<file path="config.mk">
export PLATFORM = sky130hd
export DESIGN_NAME = wdog_toggle_timer
export DESIGN_NICKNAME = d
export VERILOG_FILES = /design/src/rtl/wdog_pkg.sv /design/src/rtl/wdog_prescaler.sv /design/src/rtl/wdog_regs.sv /design/src/rtl/wdog_counter.sv /design/src/rtl/wdog_pin.sv /design/src/rtl/wdog_toggle_timer.sv
export SDC_FILE = /design/constraint.sdc
export NUM_CORES = 1
export LEC_CHECK = 0
export ABC_AREA = 1
export BUFFER_PORTS_ARGS = -buffer_cell sky130_fd_sc_hd__buf_4
export CAP_MARGIN = 40
export CORE_UTILIZATION = 45
export DETAILED_ROUTE_END_ITERATION = 16
export PLACE_DENSITY = 0.6
export SLEW_MARGIN = 20
export SYNTH_ARGS = -nofsm -noshare
export SYNTH_HDL_FRONTEND = slang
export SYNTH_SLANG_ARGS = --single-unit
</file>
<file path="constraint.sdc">
create_clock -name clk_i -period 2.48 [get_ports clk_i]
set_clock_uncertainty 0.15 [all_clocks]
set_input_delay 0.62 -clock clk_i [delete_from_list [all_inputs] [get_ports clk_i]]
set_output_delay 0.62 -clock clk_i [all_outputs]
set_load 0.005 [all_outputs]
</file>
<file path="src/rtl/wdog_pkg.sv">
package wdog_pkg;
  localparam int ADDR_W = 3;
  localparam logic [ADDR_W-1:0] A_CTRL = 3'd0;
  localparam logic [ADDR_W-1:0] A_STAT = 3'd1;
  localparam logic [ADDR_W-1:0] A_PRE  = 3'd2;
  localparam logic [ADDR_W-1:0] A_CMP  = 3'd3;
  localparam logic [ADDR_W-1:0] A_PSC  = 3'd4;
  localparam logic [ADDR_W-1:0] A_CNT  = 3'd5;

  localparam logic [3:0] MODE_WDOG = 4'd10;

  // bit 0 = en, bits 4:1 = mode, 5 = src_psc, 6 = invert, 7 = cmp_ie, 8 = ovf_ie, 9 = reload
  typedef struct packed {
    logic       reload;
    logic       ovf_ie;
    logic       cmp_ie;
    logic       invert;
    logic       src_psc;
    logic [3:0] mode;
    logic       en;
  } ctrl_t;

  localparam int CTRL_W = $bits(ctrl_t);
endpackage

</file>
<file path="src/rtl/wdog_prescaler.sv">
module wdog_prescaler #(
  parameter int PSC_W = 21
) (
  input  logic             clk_i,
  input  logic             rst_ni,
  input  logic             run_i,
  input  logic [PSC_W-1:0] reload_i,
  output logic             tick_o
);
  logic [PSC_W-1:0] cnt_q;

  always_ff @(posedge clk_i or negedge rst_ni) begin
    if (!rst_ni)                  cnt_q <= '0;
    else if (!run_i || tick_o)    cnt_q <= reload_i;
    else                          cnt_q <= cnt_q - 1'b1;
  end

  assign tick_o = run_i && (cnt_q == '0);

  AST_PSC_IDLE_RELOAD: assert property (@(posedge clk_i) disable iff (!rst_ni)
    !run_i |=> cnt_q == $past(reload_i));
  AST_PSC_DECR: assert property (@(posedge clk_i) disable iff (!rst_ni)
    run_i && $past(run_i) && !tick_o && !$past(tick_o) |=> cnt_q == $past(cnt_q) - 1'b1);
endmodule

</file>
<file path="src/rtl/wdog_regs.sv">
module wdog_regs
  import wdog_pkg::*;
#(
  parameter int DW    = 24,
  parameter int CNT_W = 24,
  parameter int PSC_W = 21
) (
  input  logic              clk_i,
  input  logic              rst_ni,
  input  logic              wr_i,
  input  logic [ADDR_W-1:0] addr_i,
  input  logic [DW-1:0]     wdata_i,
  input  logic              cmp_evt_i,
  input  logic              ovf_evt_i,
  input  logic [CNT_W-1:0]  cnt_i,
  output ctrl_t             ctrl_o,
  output logic [CNT_W-1:0]  preload_o,
  output logic [CNT_W-1:0]  compare_o,
  output logic [PSC_W-1:0]  psc_o,
  output logic [1:0]        flags_o,
  output logic [DW-1:0]     rdata_o
);
  logic [1:0] w1c;
  assign w1c = (wr_i && addr_i == A_STAT) ? wdata_i[1:0] : 2'b00;

  always_ff @(posedge clk_i or negedge rst_ni) begin
    if (!rst_ni) begin
      ctrl_o    <= '0;
      preload_o <= '0;
      compare_o <= '0;
      psc_o     <= '0;
    end else if (wr_i) begin
      case (addr_i)
        A_CTRL: ctrl_o    <= ctrl_t'(wdata_i[CTRL_W-1:0]);
        A_PRE:  preload_o <= wdata_i[CNT_W-1:0];
        A_CMP:  compare_o <= wdata_i[CNT_W-1:0];
        A_PSC:  psc_o     <= wdata_i[PSC_W-1:0];
        default: ;
      endcase
    end
  end

  // event wins over a same-cycle clear
  always_ff @(posedge clk_i or negedge rst_ni) begin
    if (!rst_ni) flags_o <= '0;
    else         flags_o <= (flags_o & ~w1c) | {ovf_evt_i, cmp_evt_i};
  end

  always_comb begin
    rdata_o = '0;
    case (addr_i)
      A_CTRL: rdata_o[CTRL_W-1:0] = ctrl_o;
      A_STAT: rdata_o[1:0]        = flags_o;
      A_PRE:  rdata_o[CNT_W-1:0]  = preload_o;
      A_CMP:  rdata_o[CNT_W-1:0]  = compare_o;
      A_PSC:  rdata_o[PSC_W-1:0]  = psc_o;
      A_CNT:  rdata_o[CNT_W-1:0]  = cnt_i;
      default: rdata_o = '0;
    endcase
  end

  AST_FLAG_EVT_WINS: assert property (@(posedge clk_i) disable iff (!rst_ni)
    cmp_evt_i |=> flags_o[0]);
  AST_FLAG_W1C: assert property (@(posedge clk_i) disable iff (!rst_ni)
    wr_i && addr_i == A_STAT && wdata_i[1] && !ovf_evt_i |=> !flags_o[1]);
endmodule

</file>
<file path="src/rtl/wdog_counter.sv">
module wdog_counter #(
  parameter int CNT_W = 24
) (
  input  logic             clk_i,
  input  logic             rst_ni,
  input  logic             load_i,
  input  logic             tick_i,
  input  logic [CNT_W-1:0] preload_i,
  input  logic [CNT_W-1:0] compare_i,
  output logic [CNT_W-1:0] cnt_o,
  output logic             cmp_evt_o,
  output logic             ovf_evt_o
);
  logic             wrap;
  logic [CNT_W-1:0] cnt_inc;

  assign wrap      = &cnt_o;
  assign cnt_inc   = cnt_o + 1'b1;
  assign ovf_evt_o = tick_i && !load_i && wrap;
  assign cmp_evt_o = tick_i && !load_i && !wrap && (cnt_inc == compare_i);

  always_ff @(posedge clk_i or negedge rst_ni) begin
    if (!rst_ni)      cnt_o <= '0;
    else if (load_i)  cnt_o <= preload_i;
    else if (tick_i)  cnt_o <= wrap ? preload_i : cnt_inc;
  end

  AST_CNT_FROZEN: assert property (@(posedge clk_i) disable iff (!rst_ni)
    !tick_i && !load_i |=> $stable(cnt_o));
  AST_WRAP_RELOAD: assert property (@(posedge clk_i) disable iff (!rst_ni)
    ovf_evt_o |=> cnt_o == $past(preload_i));
  AST_CMP_VALUE: assert property (@(posedge clk_i) disable iff (!rst_ni)
    cmp_evt_o |=> cnt_o == $past(compare_i));
  AST_LOAD_START: assert property (@(posedge clk_i) disable iff (!rst_ni)
    load_i |=> cnt_o == $past(preload_i));
endmodule

</file>
<file path="src/rtl/wdog_pin.sv">
module wdog_pin #(
  parameter int HOLD = 3
) (
  input  logic clk_i,
  input  logic rst_ni,
  input  logic live_i,
  input  logic clr_i,
  input  logic evt_i,
  input  logic invert_i,
  output logic oe_o,
  output logic pin_o
);
  localparam int HW = $clog2(HOLD + 1);

  logic [HW-1:0] hold_q;
  logic          armed_q;

  // reload while live, count down after release
  always_ff @(posedge clk_i or negedge rst_ni) begin
    if (!rst_ni)             hold_q <= '0;
    else if (live_i)         hold_q <= HW'(HOLD);
    else if (hold_q != '0)   hold_q <= hold_q - 1'b1;
  end

  always_ff @(posedge clk_i or negedge rst_ni) begin
    if (!rst_ni)     armed_q <= 1'b0;
    else if (clr_i)  armed_q <= 1'b0;
    else if (evt_i)  armed_q <= 1'b1;
  end

  assign oe_o  = armed_q && (hold_q != '0);
  assign pin_o = invert_i;

  AST_PIN_HOLD: assert property (@(posedge clk_i) disable iff (!rst_ni)
    $fell(live_i) && armed_q |=> oe_o);
  AST_PIN_FIRST: assert property (@(posedge clk_i) disable iff (!rst_ni)
    evt_i && live_i |=> oe_o);
  AST_PIN_FLOAT_ON_LOAD: assert property (@(posedge clk_i) disable iff (!rst_ni)
    clr_i |=> !oe_o);
endmodule

</file>
<file path="src/rtl/wdog_toggle_timer.sv">
module wdog_toggle_timer
  import wdog_pkg::*;
#(
  parameter int DW    = 24,
  parameter int CNT_W = 24,
  parameter int PSC_W = 21,
  parameter int HOLD  = 3
) (
  input  logic              clk_i,
  input  logic              rst_ni,
  input  logic              wr_i,
  input  logic [ADDR_W-1:0] addr_i,
  input  logic [DW-1:0]     wdata_i,
  output logic [DW-1:0]     rdata_o,
  input  logic              stop_i,
  input  logic              wait_i,
  output logic              irq_cmp_o,
  output logic              irq_ovf_o,
  output logic              dma_req_o,
  output logic              pin_o,
  output logic              pin_oe_o
);
  ctrl_t            ctrl;
  logic [CNT_W-1:0] preload, compare, cnt;
  logic [PSC_W-1:0] psc_val;
  logic [1:0]       flags;
  logic             cmp_evt, ovf_evt;
  logic             active, active_q, live, load;
  logic             div_q, psc_run, psc_tick, tick;

  wdog_regs #(.DW(DW), .CNT_W(CNT_W), .PSC_W(PSC_W)) u_regs (
    .clk_i, .rst_ni, .wr_i, .addr_i, .wdata_i,
    .cmp_evt_i(cmp_evt), .ovf_evt_i(ovf_evt), .cnt_i(cnt),
    .ctrl_o(ctrl), .preload_o(preload), .compare_o(compare),
    .psc_o(psc_val), .flags_o(flags), .rdata_o
  );

  // only the watchdog code runs; reserved and other codes stay idle
  assign active = ctrl.en && (ctrl.mode == MODE_WDOG);
  assign live   = active && !stop_i;
  assign load   = active && !active_q;

  always_ff @(posedge clk_i or negedge rst_ni) begin
    if (!rst_ni) begin
      active_q <= 1'b0;
      div_q    <= 1'b0;
      dma_req_o <= 1'b0;
    end else begin
      active_q  <= active;
      div_q     <= (live && !load) ? ~div_q : 1'b0;
      dma_req_o <= cmp_evt || ovf_evt;
    end
  end

  assign psc_run = live && ctrl.src_psc;

  wdog_prescaler #(.PSC_W(PSC_W)) u_psc (
    .clk_i, .rst_ni, .run_i(psc_run), .reload_i(psc_val), .tick_o(psc_tick)
  );

  assign tick = live && !load && (ctrl.src_psc ? psc_tick : div_q);

  wdog_counter #(.CNT_W(CNT_W)) u_cnt (
    .clk_i, .rst_ni, .load_i(load), .tick_i(tick),
    .preload_i(preload), .compare_i(compare),
    .cnt_o(cnt), .cmp_evt_o(cmp_evt), .ovf_evt_o(ovf_evt)
  );

  wdog_pin #(.HOLD(HOLD)) u_pin (
    .clk_i, .rst_ni, .live_i(live), .clr_i(load),
    .evt_i(cmp_evt || ovf_evt), .invert_i(ctrl.invert),
    .oe_o(pin_oe_o), .pin_o(pin_o)
  );

  assign irq_cmp_o = flags[0] && ctrl.cmp_ie;
  assign irq_ovf_o = flags[1] && ctrl.ovf_ie;

  AST_MODE_IDLE: assert property (@(posedge clk_i) disable iff (!rst_ni)
    ctrl.mode != MODE_WDOG |-> !tick);
  AST_STOP_NO_TICK: assert property (@(posedge clk_i) disable iff (!rst_ni)
    stop_i |-> !tick && !psc_run);
  AST_DMA_ON_FLAG: assert property (@(posedge clk_i) disable iff (!rst_ni)
    $rose(flags[0]) |-> dma_req_o);
  AST_WAIT_STEP: assert property (@(posedge clk_i) disable iff (!rst_ni)
    wait_i && tick && !ovf_evt |=> cnt == $past(cnt) + CNT_W'(1));
endmodule

</file>
==> results.md <==
- Netlist Area Pre-Place: 7543 um^2
- Port buffer count: 59
- Sw Ratio: 34.49%
- Netlist cell types: 41
- Final Non-Filler Cells: 1357
- Latest clock arrival within the worst-skew pair: 0.44 ns
- Synthesized net count: 1065
- Leakage: 0.004627 uW
- Post-synth EDFFs: 0
- GRT Util Overall: 27.69%
- WHS Path Cells: 1
- Die Span X: 131.5 um
- Fin crit share: 102.4%
- Worst Hold Launch: div_q
- Setup CP Type: in -> out
- Commonest cells post-synth: 307 x nand2_1, 138 x o21ai_0, 133 x inv_1
- Placed insts: 1318
- Int Pwr: 4499 uW
- Initial antenna violation count: 0
- Initial DRC count: roughly 570
- Failing checks: setup timing
- Worst hold endpoint: div_q
- Count leader, synth: nand2_1
- Final-report setup violation count: 5
- Die area: 17290 um^2
- CTS Buf Count: 17
- Routed Antenna Nets: 0
- CP Launch Type: input pin
- DP Wirelength: 17240 um
- DRC viols: 0
- Rows: 46
- Root Buffer: clkbuf_16
- RR Startpoint: u_regs.ctrl_o[3]
- Reg2reg path depth: 7
- Final number of hold-violating endpoints: 0
- DR vias: between 7000 and 8000
- Fin crit period: 2.541 ns
- Top post-synthesis cells by area: dfrtp_1 44%, nand2_1 15%, o21ai_0 9.2%
- Unrepaired setup endpoints after global routing: yes
- Avg Inst Size Synth: 7.324 um^2
- VDD IR-drop max: ~0.51 mV
- Fmax: 393.6 MHz
- WL final: 23230 um
- Comb power frac: 22.4%
- Power Density: roughly 720 nW/um^2
- Clk sinks: 132
- Nets: 1163
- First-pass GRT wire length: ~37000 um
- Largest net degree at the start of global routing: between 40 and 50
- I/O pin cnt: 61
- Setup TNS: -0.1358 ns
- Switching pwr: 2369 uW
- Worst setup margin: -0.06057 ns
- Reg power frac: 42.1%
- TritonCTS clock tree: built
- R2R Setup Slk: 0.16 ns
- Ys flop type: dfrtp_1
- Maximum buffer depth of the clock tree: 2
- DIE HEIGHT: roughly 130 um
- Crit. End Element: output pin
- Avg Vias per Cell: 5.339
- Fin. max-slew vios: 0
- Top-area cell type share of the netlist area: 43.79%
- Worst endpoint required time: around 1.7 ns
- Worst Max-Slew Pin Slew: 0.7085 ns
- Antenna cells: 0
- Asr flop ratio synth: 100.0%
- Vias in the first global route: between 6000 and 7000
- Layout cells sized above 1: 19.72%
- Slew HR: a little over half
- Wire per inst: 17.12 um
- Clock Power Share: 35.5%
- Routability Congestion: around 0.92
- Area grow syn2layout: 26.04%
- Synth Warn #: 0
- Clk slew on worst S/H paths: approximately 0.07 ns
- Worst r2r dst: u_cnt.cnt_o[19]
- Post-synthesis sequential area ratio: 43.79%
- Synth Register Bits: 132
- Total grt overflow: 0
- Max cap viols: 0
- Total core area: 16120 um^2
- Hold WC Path Type: reg -> reg
- CP max FO: 7
- Mapped Cells: 1030
- Area leader, netlist: dfrtp_1
- Initial Util: 46.81%
- First-pass DRT Iterations: 5
- Crit path DAT: 1.77 ns
- Run status: complete, but fails checks
- H-tree level count: 4
==> how the worst max path moves through the flow <==
| stage | cells past startpoint | startpoint | end | slack [ns] |
|---|---|---|---|---|
| after floorplan | 5 | addr_i[2] | rdata_o[4] | 0.09 |
| after global placement | 9 | addr_i[1] | rdata_o[5] | -0.13 |
| after detailed placement | 9 | addr_i[1] | rdata_o[5] | -0.13 |
| after CTS | 8 | addr_i[2] | rdata_o[15] | -0.05 |
| after global routing | 8 | addr_i[2] | rdata_o[10] | -0.10 |
| final | 8 | addr_i[2] | rdata_o[10] | -0.06 |
==> power by group through the flow <==
stage	logic, uW	clock network, uW	registers (uW)
2_1_floorplan	937	0	2790
3_3_place_gp	1420	0	2890
3_5_place_dp	1450	0	2890
4_1_cts	1470	2460	2860
5_1_grt	1760	2560	2940
6_report	1540	2440	2890
==> through the flow <==
stage               setup WS (ns)  total power [uW]  hold WS [ns]  cell area [um^2]  utilization [%]
floorplan                 0.09108              3722        0.1744              7543                -
global placement          -0.1250              4313        0.2675              8551            53.06
detailed placement        -0.1301              4343        0.2713              8551            53.06
CTS                      -0.04902              6793        0.2804              9165            56.87
global route              -0.1016              7264        0.3249              9508            59.00
finish                   -0.06057              6868        0.2811              9508            59.00
==> layout by cell type (no fill, tap or decap), types with 9 or more instances in the layout <==
cell type / Yosys / final
nand2_1: 307 / 303
dfrtp_1: 132 / 131
inv_1: 133 / 127
o21ai_0: 138 / 126
buf_4: 1 / 92
nor2_1: 72 / 67
nand3_1: 65 / 63
o211ai_1: 22 / 22
clkbuf_16: 0 / 19
xor2_1: 13 / 13
nor2_2: 10 / 11
nand4_1: 11 / 11
buf_12: 1 / 11
o21ai_1: 3 / 9
==> timing repair <==
| item | in CTS | in global routing |
|---|---|---|
| resized for setup | 15 | 71 |
| endpoints found under the hold margin | 24 | 0 |
| hold buffers | 1 | 0 |
| pin swaps | 1 | 11 |
| setup endpoints to repair | 18 | 38 |
| buffers inserted | 1 | 1 |
| gates cloned | 1 | 3 |
==> worst max-delay path, stage by stage <==
cell	delay (ns)
buf_12	0.09
inv_6	0.03
nor3_4	0.21
inv_2	0.10
buf_12	0.13
clkbuf_16	0.16
o211ai_1	0.26
buf_4	0.17
==> final cells by class <==
type                            instances  area (um^2)
Clock buffer                           17        425.4
Fill cell                            1538         6608
Tap cell                              216        270.3
Inverter                              138        541.8
Multi-Input combinational cell        727         3787
Clock inverter                         15        136.4
Sequential cell                       132         3304
Timing Repair Buffer                  112         1042
==> cells by family (layout without fill, tap and decap cells) <==
group	Yosys count	after routing	share of synthesized area, %
buffers and inverters	172	282	9.222
AO/OA/AOI/OAI	216	216	17.40
XOR/XNOR	14	14	1.626
AND/OR/NAND/NOR	493	494	27.47
adder cells (fa/ha/maj)	3	3	0.4976
flip-flops	132	132	43.79
==> flip-flops by register name (all words and copies together), names as in the netlist <==
| register | flops |
|---|---|
| active_q | 1 |
| div_q | 1 |
| dma_req_o | 1 |
| u_cnt.cnt_o | 24 |
| u_pin.armed_q | 1 |
| u_pin.hold_q | 2 |
| u_psc.cnt_q | 21 |
| u_regs.compare_o | 24 |
| u_regs.ctrl_o | 10 |
| u_regs.flags_o | 2 |
| u_regs.preload_o | 24 |
| u_regs.psc_o | 21 |
==> metal layers <==
layer / vias to the layer above / share of wire (%) / global-route usage (%)
met5: - / 0 / 0
met4: 0 / 2.2 / 9.884
met3: 37 / 5.4 / 4.475
met2: 234 / 45 / 42.24
met1: 3392 / 47 / 39.57
li1: 3582 / - / -
Note: power is estimated with default switching activity, not from simulation.
